## src/rtl/dpt_pkg.sv

```systemverilog
// Shared definitions for the halt-aware PWM timer.
// Assumes a 4-bit register address and at most 8 channels.
package dpt_pkg;
    typedef enum logic [1:0] {
        DBG_FREEZE_HOLD = 2'b00,
        DBG_FREEZE_SAFE = 2'b01,
        DBG_FREEZE_KEEP = 2'b10,
        DBG_RUN         = 2'b11
    } dbg_mode_e;

    localparam int unsigned ADDR_W = 4;

    localparam logic [ADDR_W-1:0] A_RESTART  = 4'd0;
    localparam logic [ADDR_W-1:0] A_START    = 4'd1;
    localparam logic [ADDR_W-1:0] A_END      = 4'd2;
    localparam logic [ADDR_W-1:0] A_KIND     = 4'd3;
    localparam logic [ADDR_W-1:0] A_INITLVL  = 4'd4;
    localparam logic [ADDR_W-1:0] A_INITSTB  = 4'd5;
    localparam logic [ADDR_W-1:0] A_FLAGWR   = 4'd6;
    localparam logic [ADDR_W-1:0] A_CMP_BASE = 4'd8;
endpackage

```

## src/rtl/dpt_regs.sv

```systemverilog
// Register file and strobe decode for the timer.
// Holds the start, end and compare values, the channel kinds and the initial
// levels. Restart, init and flag-write strobes are decoded combinationally
// so that they act on the same clock edge that samples the write.
// Assumes CNT_W >= NCH and NCH <= 8.
module dpt_regs
    import dpt_pkg::*;
#(
    parameter int unsigned CNT_W = 16,
    parameter int unsigned NCH   = 4
) (
    input  logic                clk,
    input  logic                rst_n,
    input  logic                wr_en,
    input  logic [ADDR_W-1:0]   wr_addr,
    input  logic [CNT_W-1:0]    wr_data,
    output logic [CNT_W-1:0]    start_q,
    output logic [CNT_W-1:0]    end_q,
    output logic [CNT_W-1:0]    cmp_q [NCH],
    output logic [NCH-1:0]      kind_oc_q,
    output logic [NCH-1:0]      init_lvl_q,
    output logic                restart_stb,
    output logic                init_stb,
    output logic                flag_wr,
    output logic [NCH-1:0]      flag_keep
);
    // Strobe decode: one-cycle actions taken at the write edge.
    always_comb begin
        restart_stb = wr_en && (wr_addr == A_RESTART);
        init_stb    = wr_en && (wr_addr == A_INITSTB) && wr_data[0];
        flag_wr     = wr_en && (wr_addr == A_FLAGWR);
        flag_keep   = wr_data[NCH-1:0];
    end

    // Shared configuration registers.
    always_ff @(posedge clk) begin
        if (!rst_n) begin
            start_q    <= '0;
            end_q      <= '1;
            kind_oc_q  <= '0;
            init_lvl_q <= '0;
        end else if (wr_en) begin
            if (wr_addr == A_START)   start_q    <= wr_data;
            if (wr_addr == A_END)     end_q      <= wr_data;
            if (wr_addr == A_KIND)    kind_oc_q  <= wr_data[NCH-1:0];
            if (wr_addr == A_INITLVL) init_lvl_q <= wr_data[NCH-1:0];
        end
    end

    // Per-channel compare value registers.
    for (genvar n = 0; n < NCH; n++) begin : g_cmp
        localparam logic [ADDR_W-1:0] MY_ADDR = A_CMP_BASE + ADDR_W'(n);
        always_ff @(posedge clk) begin
            if (!rst_n)                             cmp_q[n] <= '0;
            else if (wr_en && (wr_addr == MY_ADDR)) cmp_q[n] <= wr_data;
        end
    end
endmodule

```

## src/rtl/dpt_counter.sv

```systemverilog
// Up-counter with halt gating.
// Counts from the start value to the end value and wraps. It is frozen in any
// halt policy other than run. A restart or sync reset reloads the start value
// in every state. run_o marks the cycles in which the current count is
// evaluated by the channels. Each count value is evaluated exactly once.
module dpt_counter
    import dpt_pkg::*;
#(
    parameter int unsigned CNT_W = 16
) (
    input  logic             clk,
    input  logic             rst_n,
    input  logic             halt,
    input  logic [1:0]       mode,
    input  logic             restart_stb,
    input  logic             sync_rst,
    input  logic [CNT_W-1:0] start_val,
    input  logic [CNT_W-1:0] end_val,
    output logic [CNT_W-1:0] cnt_q,
    output logic             run_o,
    output logic             reload_o
);
    logic frozen;

    // Decide whether this cycle reloads, counts or holds.
    always_comb begin
        frozen   = halt && (mode != DBG_RUN);
        reload_o = restart_stb || sync_rst;
        run_o    = !frozen && !reload_o;
    end

    // Count register: reload wins, then advance with wrap, else hold.
    always_ff @(posedge clk) begin
        if (!rst_n)        cnt_q <= '0;
        else if (reload_o) cnt_q <= start_val;
        else if (run_o)    cnt_q <= (cnt_q == end_val) ? start_val : cnt_q + 1'b1;
    end

    p_frozen_r6: assert property (@(posedge clk) disable iff (!rst_n)
        (frozen && !reload_o) |=> (cnt_q == $past(cnt_q)));
    p_reload_r8: assert property (@(posedge clk) disable iff (!rst_n)
        reload_o |=> (cnt_q == $past(start_val)));
    p_wrap_r2: assert property (@(posedge clk) disable iff (!rst_n)
        (run_o && (cnt_q == end_val)) |=> (cnt_q == $past(start_val)));
endmodule

```

## src/rtl/dpt_channel.sv

```systemverilog
// One timer channel: edge-aligned PWM or output compare.
// The output register is loaded by init (all kinds), by a counter reload
// (PWM kind only), or by compare logic in run cycles. The flag is set on a
// compare match in run cycles. A flag write with a 0 in the keep bit clears it.
// A set on the same edge wins over a clear.
module dpt_channel #(
    parameter int unsigned CNT_W = 16
) (
    input  logic             clk,
    input  logic             rst_n,
    input  logic             run,
    input  logic             reload,
    input  logic             init_stb,
    input  logic             kind_oc,
    input  logic             init_lvl,
    input  logic [CNT_W-1:0] cnt,
    input  logic [CNT_W-1:0] start_val,
    input  logic [CNT_W-1:0] cmp_val,
    input  logic             flag_wr,
    input  logic             flag_keep,
    output logic             out_q,
    output logic             flag_q
);
    logic hit;

    // Compare match of the count under evaluation.
    always_comb hit = (cnt == cmp_val);

    // Output register: init, then PWM reload, then compare behaviour.
    always_ff @(posedge clk) begin
        if (!rst_n)                  out_q <= 1'b0;
        else if (init_stb)           out_q <= init_lvl;
        else if (reload && !kind_oc) out_q <= init_lvl;
        else if (run) begin
            if (kind_oc) begin
                if (hit) out_q <= !out_q;
            end else if (hit) begin
                out_q <= 1'b0;
            end else if (cnt == start_val) begin
                out_q <= 1'b1;
            end
        end
    end

    // Event flag: set on match, cleared by a zero write.
    always_ff @(posedge clk) begin
        if (!rst_n)                     flag_q <= 1'b0;
        else if (run && hit)            flag_q <= 1'b1;
        else if (flag_wr && !flag_keep) flag_q <= 1'b0;
    end

    p_init_r10: assert property (@(posedge clk) disable iff (!rst_n)
        init_stb |=> (out_q == $past(init_lvl)));
    p_oc_keep_r8: assert property (@(posedge clk) disable iff (!rst_n)
        (reload && kind_oc && !init_stb) |=> $stable(out_q));
    p_no_flag_frozen_r6: assert property (@(posedge clk) disable iff (!rst_n)
        !run |=> !$rose(flag_q));
    p_oc_toggle_r4: assert property (@(posedge clk) disable iff (!rst_n)
        (run && kind_oc && hit && !init_stb) |=> (out_q != $past(out_q)));
endmodule

```

## src/rtl/dbg_pwm_timer.sv

```systemverilog
// Top of the halt-aware PWM timer.
// Ties the register file, the counter and NCH channels together. In the
// safe halt policy the pins show the initial levels while the channel
// registers keep their held state.
module dbg_pwm_timer
    import dpt_pkg::*;
#(
    parameter int unsigned CNT_W = 16,
    parameter int unsigned NCH   = 4
) (
    input  logic               clk,
    input  logic               rst_n,
    input  logic               wr_en,
    input  logic [3:0]         wr_addr,
    input  logic [CNT_W-1:0]   wr_data,
    input  logic               sync_rst,
    input  logic               dbg_halt,
    input  logic [1:0]         dbg_mode,
    output logic [NCH-1:0]     ch_pin,
    output logic [NCH-1:0]     ch_flag,
    output logic [CNT_W-1:0]   cnt_val
);
    logic [CNT_W-1:0] start_q, end_q;
    logic [CNT_W-1:0] cmp_q [NCH];
    logic [NCH-1:0]   kind_oc_q, init_lvl_q, flag_keep, out_q;
    logic             restart_stb, init_stb, flag_wr, run, reload, safe_show;

    dpt_regs #(.CNT_W(CNT_W), .NCH(NCH)) u_regs (
        .clk(clk), .rst_n(rst_n), .wr_en(wr_en), .wr_addr(wr_addr),
        .wr_data(wr_data), .start_q(start_q), .end_q(end_q), .cmp_q(cmp_q),
        .kind_oc_q(kind_oc_q), .init_lvl_q(init_lvl_q),
        .restart_stb(restart_stb), .init_stb(init_stb),
        .flag_wr(flag_wr), .flag_keep(flag_keep)
    );

    dpt_counter #(.CNT_W(CNT_W)) u_cnt (
        .clk(clk), .rst_n(rst_n), .halt(dbg_halt), .mode(dbg_mode),
        .restart_stb(restart_stb), .sync_rst(sync_rst),
        .start_val(start_q), .end_val(end_q),
        .cnt_q(cnt_val), .run_o(run), .reload_o(reload)
    );

    for (genvar n = 0; n < NCH; n++) begin : g_ch
        dpt_channel #(.CNT_W(CNT_W)) u_ch (
            .clk(clk), .rst_n(rst_n), .run(run), .reload(reload),
            .init_stb(init_stb), .kind_oc(kind_oc_q[n]),
            .init_lvl(init_lvl_q[n]), .cnt(cnt_val), .start_val(start_q),
            .cmp_val(cmp_q[n]), .flag_wr(flag_wr), .flag_keep(flag_keep[n]),
            .out_q(out_q[n]), .flag_q(ch_flag[n])
        );
    end

    // Pin select: initial levels in the safe halt policy, held state otherwise.
    always_comb begin
        safe_show = dbg_halt && (dbg_mode == DBG_FREEZE_SAFE);
        ch_pin    = safe_show ? init_lvl_q : out_q;
    end

    p_pins_held_r6: assert property (@(posedge clk) disable iff (!rst_n)
        (dbg_halt && dbg_mode == DBG_FREEZE_HOLD && !reload && !init_stb)
        |=> (out_q == $past(out_q)));
endmodule

```

## config.mk

```make
export PLATFORM = sky130hd
export DESIGN_NAME = dbg_pwm_timer
export DESIGN_NICKNAME = d
export VERILOG_FILES = /design/src/rtl/dpt_pkg.sv /design/src/rtl/dpt_regs.sv /design/src/rtl/dpt_counter.sv /design/src/rtl/dpt_channel.sv /design/src/rtl/dbg_pwm_timer.sv
export SDC_FILE = /design/constraint.sdc
export NUM_CORES = 1
export LEC_CHECK = 0
export BUFFER_PORTS_ARGS = -buffer_cell sky130_fd_sc_hd__buf_4
export CORE_MARGIN = 10
export CORE_UTILIZATION = 40
export DETAILED_ROUTE_END_ITERATION = 6
export PLACE_DENSITY = 0.66
export SYNTH_ARGS = -nofsm -noshare
export SYNTH_HDL_FRONTEND = slang
export SYNTH_SLANG_ARGS = --single-unit
```

## constraint.sdc

```tcl
create_clock -name clk -period 2.1 [get_ports clk]
set_input_delay 0.42 -clock clk [delete_from_list [all_inputs] [get_ports clk]]
set_output_delay 0.42 -clock clk [all_outputs]
set_load 0.02 [all_outputs]
```

==> results of run 1 <==
## cells by family after synthesis
logic type               synth area share
AO/OA/AOI/OAI                       0.125
flip-flops                          0.401
multiplexers                       0.0227
adder cells (fa/ha/maj)           0.00196
AND/OR/NAND/NOR                     0.261
XOR/XNOR                            0.132
buffers and inverters              0.0576
## state kept, by name (all words and copies together) (netlist names)
| signal | cells |
|---|---|
| g_ch.u_ch.out_q | 4 |
| u_cnt.cnt_q | 16 |
| u_regs.start_q | 16 |
| u_regs.kind_oc_q | 4 |
| u_regs.cmp_q | 64 |
| g_ch.u_ch.flag_q | 4 |
| u_regs.init_lvl_q | 4 |
| u_regs.end_q | 16 |
## stage by stage
stage          TNS [ps]  area (um2)
2_1_floorplan         0        6390
3_3_place_gp       -167        7210
3_5_place_dp       -236        7210
4_1_cts               0        7830
5_1_grt           -66.7        7860
6_report              0        7860
## routing by layer
layer	up-vias	routed length [um]	GRT usage
li1	2869	-	-
met1	2740	8380	0.221
met2	168	8860	0.274
met3	22	1030	0.0411
met4	0	304	0.0571
met5	-	0	0
## worst paths after layout
kind	start	to	slack [ps]	cells past startpoint
max	u_cnt.cnt_q[11]	g_ch[0].u_ch.out_q	50	8
min	wr_data[10]	u_regs.end_q[10]	290	3
min reg2reg	u_regs.init_lvl_q[3]	u_regs.init_lvl_q[3]	470	2
max reg2reg	u_cnt.cnt_q[11]	g_ch[0].u_ch.out_q	50	8
## area by class of cell
class | count | share of cell area
Multi-Input combinational cell | 620 | 0.446
Sequential cell | 128 | 0.327
Timing Repair Buffer | 115 | 0.116
Clock buffer | 21 | 0.0573
Tap cell | 216 | 0.0344
Clock inverter | 11 | 0.0177
Inverter | 2 | 0.000955
## tightest hold or removal path, cell delays in order
cell     delay (ps)
buf_4           130
nand2_1          60
nand3_1          70
## layout by cell type (no fill, tap or decap), drive strengths merged, types with 7 or more instances in the layout
cell type	Yosys	routed
and2	13	13
nor4	11	11
a21oi	90	90
nand4	23	23
and3	7	7
dfxtp	128	128
a31oi	15	15
mux2i	10	10
clkbuf	33	21
nand3	37	37
buf	36	115
o21ai	19	19
nor2	15	15
xnor2	80	80
nand2	231	231
xor2	16	16
## report_power, final
part / switching [uW] / internal, uW
clock: 1080 / 1890
combinational: 375 / 282
sequential: 43.8 / 2480
## repair_timing
action,in CTS,in global routing
pin swaps,0,4
setup endpoints to repair,3,6
resized for setup,4,8
==> flow_summary.toml, run 1 <==
[floorplanning]
start_util = 0.405
die_y_um = 146
die_w_um = 146
die_area_mm2 = 0.0214
core_region_area_mm2 = 0.0158
fp-row-count = 46
io_pins = 51

[pwr]
p_leak_uw = 0.00284
powerDensity_mw_per_mm2 = 783
p_total_uw = 6150
vdd_drop_max_uv = 579

[worst_setup_path]
required_ps = 2400
crit_family = "simple AND/OR/NAND/NOR gates"
crit_type = "flop to flop"
crit_slowest_cell = "dfxtp_2"
crit_top_cell = "buf_4"
start_kind = "flop"
slowest_delay_ps = 360
cp.arrival_ps = 2350
end_kind = "flop"
critPathMaxFanout = 5
worstPathCellList = "buf_4 > xnor2_1 > nand4_1 > nor4_2 > buf_4 > nor4_1 > o31ai_1 > mux2i_1"
path_buf_inv = 2

[global_routing]
grt_max_degree = 65
grt_pass1_vias = 5526
grt_pass1_wl_mm = 29.6
antenna_found_initial = 0
track_usage = 0.171
grt-ovfl-total = 0

[logic_synthesis]
syn_nets = 847
synth_cells = 819
synth_area_per_cell_um2 = 7.80
ys_types = 53
synth_edf_count = 0
yosys_warnings = 0
ys.flop_type = "dfxtp_1"
synth-async-reset-ratio = 0
syn-cell-area_mm2 = 0.00639
yosysSeqAreaShare = 0.401
ys_ff_latch = 128
yosysTopAreaCell = "dfxtp_1"
yosysMostFrequentCell = "nand2_1"
yosys-top-cells-area = "dfxtp_1 (40%), nand2_1 (13%), xnor2_1 (11%)"
yosysTopAreaCellShare = 0.401
synth_commonest_cells = "nand2_1 (229), dfxtp_1 (128), a21oi_1 (89)"

[routing]
num_vias = 5799
route.detailed.drc = 0
drtIter0Drc = 488
drt_wl_total_mm = 18.6
vias_per_cell = 5.21
routedWlPerCell_um = 16.7
dr.pass1.iters = 5
detail-route-antenna-nets = 0

[cts]
clk_pin_slew_worst_paths_ps = 60
htreeDepth = 4
ctsLongestPathBuffers = 2
insertion_delay_ps = 420
cts.sinks = 128
numCtsBuffers = 17
postCtsSetupRepairBufs = 0
cts_hold_buf = 0
ctsRootBufferMaster = "clkbuf_16"
tritoncts = "yes"

[timing]
fmax_ghz = 0.487
post-route-period-util = 0.977
drv_slew = 0
fin_worst_skew_ps = 6.88
period_needed_ps = 2050
slew_headroom = 0.592
hold_violations = 0
whs_ps = 292
finalSetupViolCount = 0
tightest_slew_ps = 611
fin_ws_ps = 47.9

[finish]
final_util = 0.498
drive_gt1_frac = 0.187
fillerInstances = 1539
multi_input_area_mm2 = 0.00351
final_cells = 1113
ff_latch_area_mm2 = 0.00257
layout.nets = 912
n_antenna_cell = 0
areaGrowthSynthToFinish_pct = 22.9

[status]
outcome = "completed"

[place]
dp_cells = 1081
place_congestion = 0.913
port_buffers = 50
place_ws_ps = -121
hpwlAfterDp_mm = 13.3

[run]
drv_cap = 0

[worst_hold_path]
hold_class = "primary input to flop"
No activity file was read; power rests on OpenSTA's default activity.
==> run 2, diff against run 1 <==
--- a/config.mk
+++ b/config.mk
@@ -5,11 +5,12 @@
 export SDC_FILE = /design/constraint.sdc
 export NUM_CORES = 1
 export LEC_CHECK = 0
-export BUFFER_PORTS_ARGS = -buffer_cell sky130_fd_sc_hd__buf_4
+export BUFFER_PORTS_ARGS = -buffer_cell sky130_fd_sc_hd__buf_2
 export CORE_MARGIN = 10
 export CORE_UTILIZATION = 40
 export DETAILED_ROUTE_END_ITERATION = 6
 export PLACE_DENSITY = 0.66
 export SYNTH_ARGS = -nofsm -noshare
 export SYNTH_HDL_FRONTEND = slang
+export SYNTH_HIERARCHICAL = 1
 export SYNTH_SLANG_ARGS = --single-unit
==> run 2 against run 1 <==
Area after synthesis up 15%. Setup slack better by 56 ps. Power up 1.7%. Critical path depth down 2.
==> flow_summary.toml, run 2 <==
[cts]
ctsRootBufferMaster = "clkbuf_16"
cts_hold_buf = 0
cts.sinks = 128
ctsLongestPathBuffers = 2
insertion_delay_ps = 420
htreeDepth = 4
numCtsBuffers = 17
clk_pin_slew_worst_paths_ps = 60
tritoncts = "yes"

[worst_setup_path]
crit-reg2reg-launch = "u_cnt/cnt_q[1]"
r2r_slack_ps = 100
crit_path_end = "u_cnt/cnt_q[10]"
startpoint = "u_cnt/cnt_q[1]"
critPathMaxFanout = 7
reg2reg_depth = 6
end_kind = "flop"
required_ps = 2400
worstReg2RegEnd = "u_cnt/cnt_q[10]"
cp.arrival_ps = 2300
crit_type = "flop to flop"
start_kind = "flop"

[global_routing]
grt-ovfl-total = 0
track_usage = 0.185
grt_max_degree = 60
grt_pass1_wl_mm = 35.1
grt_pass1_vias = 6193
antenna_found_initial = 0

[logic_synthesis]
synth_cells = 825
yosysTopAreaCellShare = 0.350
ys_types = 57
synth_commonest_cells = "nand2_1 (135), dfxtp_1 (128), mux2i_1 (94)"
synth_area_per_cell_um2 = 8.87
ys_ff_latch = 128
synth_edf_count = 0
yosys-top-cells-area = "dfxtp_1 (35%), mux2i_1 (13%), xor2_1 (9.1%)"
syn_nets = 853
yosysTopAreaCell = "dfxtp_1"
yosys_warnings = 6
ys.flop_type = "dfxtp_1"
yosysSeqAreaShare = 0.350
syn-cell-area_mm2 = 0.00732
synth-async-reset-ratio = 0
yosysMostFrequentCell = "nand2_1"

[pwr]
p_clk_frac = 0.478
p_leak_uw = 0.00391
p_sw_uw = 1570
powerDensity_mw_per_mm2 = 692
p_total_uw = 6250
p_sw_frac = 0.251
seqPwrFrac = 0.405
p_int_uw = 4680
vdd_drop_max_uv = 519
combinationalPowerShare = 0.118

[finish]
design_area_mm2 = 0.00903
final_cell_mix = "nand2_1 (134), dfxtp_1 (126), mux2i_1 (94), xor2_1 (76), xnor2_1 (68)"
drive_gt1_frac = 0.205
areaGrowthSynthToFinish_pct = 23.4
layout.nets = 953
regMostFlops = "u_regs/cmp_q"
final_common_cell = "nand2_1"
largest_register_ffs = 64
n_antenna_cell = 0
final_cells = 1166

[timing]
hold_violations = 0
fin_worst_skew_ps = 5.47
fin_ws_ps = 104
tightest_slew_ps = 597
drv_slew = 0
period_needed_ps = 2000
rsz0062_at_grt = "false"
finalSetupViolCount = 0
slew_headroom = 0.598
post-route-period-util = 0.951
fmax_ghz = 0.501
whs_ps = 320

[place]
port_buffers = 50
place_congestion = 0.924
hpwlAfterDp_mm = 16.4
dp_cells = 1135
place_area_mm2 = 0.00843
place_ws_ps = -141

[routing]
num_vias = 6430
route.detailed.drc = 0
drt_wl_total_mm = 22.5
routedWlPerCell_um = 19.3
dr.pass1.iters = 5
vias_per_cell = 5.51
detail-route-antenna-nets = 0
drtIter0Drc = 574

[floorplanning]
die_w_um = 155
start_util = 0.408
io_pins = 51
die_y_um = 155
die_area_mm2 = 0.0241
fp-row-count = 49
core_region_area_mm2 = 0.0180

[worst_hold_path]
hold_class = "primary input to flop"

[run]
drv_cap = 0

[status]
outcome = "completed"
## run 2: cell types whose count changed in the layout (fill, tap and decap cells not counted), moves of 11 or more
cell	previous run	this run
nand3_1	36	20
o21ai_0	18	32
xnor2_1	79	68
o311ai_0	0	16
xor2_1	16	76
a21oi_1	89	16
buf_4	111	64
buf_12	4	15
nand2_1	229	134
buf_2	0	49
inv_1	1	31
mux2i_1	10	94
## run 2: logic make-up after synthesis
logic type               share of synthesized area
adder cells (fa/ha/maj)                    0.00171
XOR/XNOR                                     0.172
AND/OR/NAND/NOR                              0.198
AO/OA/AOI/OAI                               0.0832
multiplexers                                 0.147
flip-flops                                   0.350
buffers and inverters                       0.0468
## run 2: metrics by stage
step	utilization	setup TNS, ps
2_1_floorplan	-	0
3_3_place_gp	0.470	-1030
3_5_place_dp	0.470	-1180
4_1_cts	0.502	0
5_1_grt	0.503	0
6_report	0.503	0
## run 2: cell type report
type                    count  area [um2]
clock buffers              22         454
multi-input cells         618        4450
clock inverters             9         134
repair buffers            128        1030
fillers                  1677        8930
well taps                 229         287
flip-flops and latches    128        2560
inverters                  32         120
## run 2: power groups by stage
| stage | logic, uW | clock network, uW | registers (uW) |
|---|---|---|---|
| 2_1_floorplan | 377 | 0 | 2600 |
| 3_3_place_gp | 718 | 0 | 2580 |
| 3_5_place_dp | 723 | 0 | 2580 |
| 4_1_cts | 726 | 3030 | 2530 |
| 5_1_grt | 788 | 3120 | 2530 |
| 6_report | 736 | 2990 | 2530 |
## run 2: worst min-delay path by stage
stage	start	endpoint	cells after the start	slack, ps
2_1_floorplan	g_ch[0].u_ch/out_q	g_ch[0].u_ch/out_q	2	440
3_3_place_gp	u_regs/cmp_q[0]	u_regs/cmp_q[0]	2	450
3_5_place_dp	u_regs/cmp_q[29]	u_regs/cmp_q[29]	2	460
4_1_cts	wr_data[8]	u_regs/end_q[8]	3	310
5_1_grt	wr_data[7]	u_regs/end_q[7]	3	340
6_report	wr_data[8]	u_regs/end_q[8]	3	320
## run 2: worst max-delay path: stages, from the launching register on
cell	delay [ps]
dfxtp_2	440
ha_1	240
nand3_1	260
nor3_1	280
mux2_1	350
a32oi_1	220
o22ai_1	100
## run 2: timing repair
action / CTS / global route
hold endpoints to repair: 0 / 0
endpoints found under the setup margin: 0 / 2
setup buffers: 0 / 0
resized for setup: 0 / 2
## run 2: routing by layer
layer,track usage,vias up,wire length [um]
met5,0,-,0
met4,0.0820,0,688
met3,0.0336,47,1290
met2,0.305,214,10800
met1,0.230,3091,9700
li1,-,3078,-
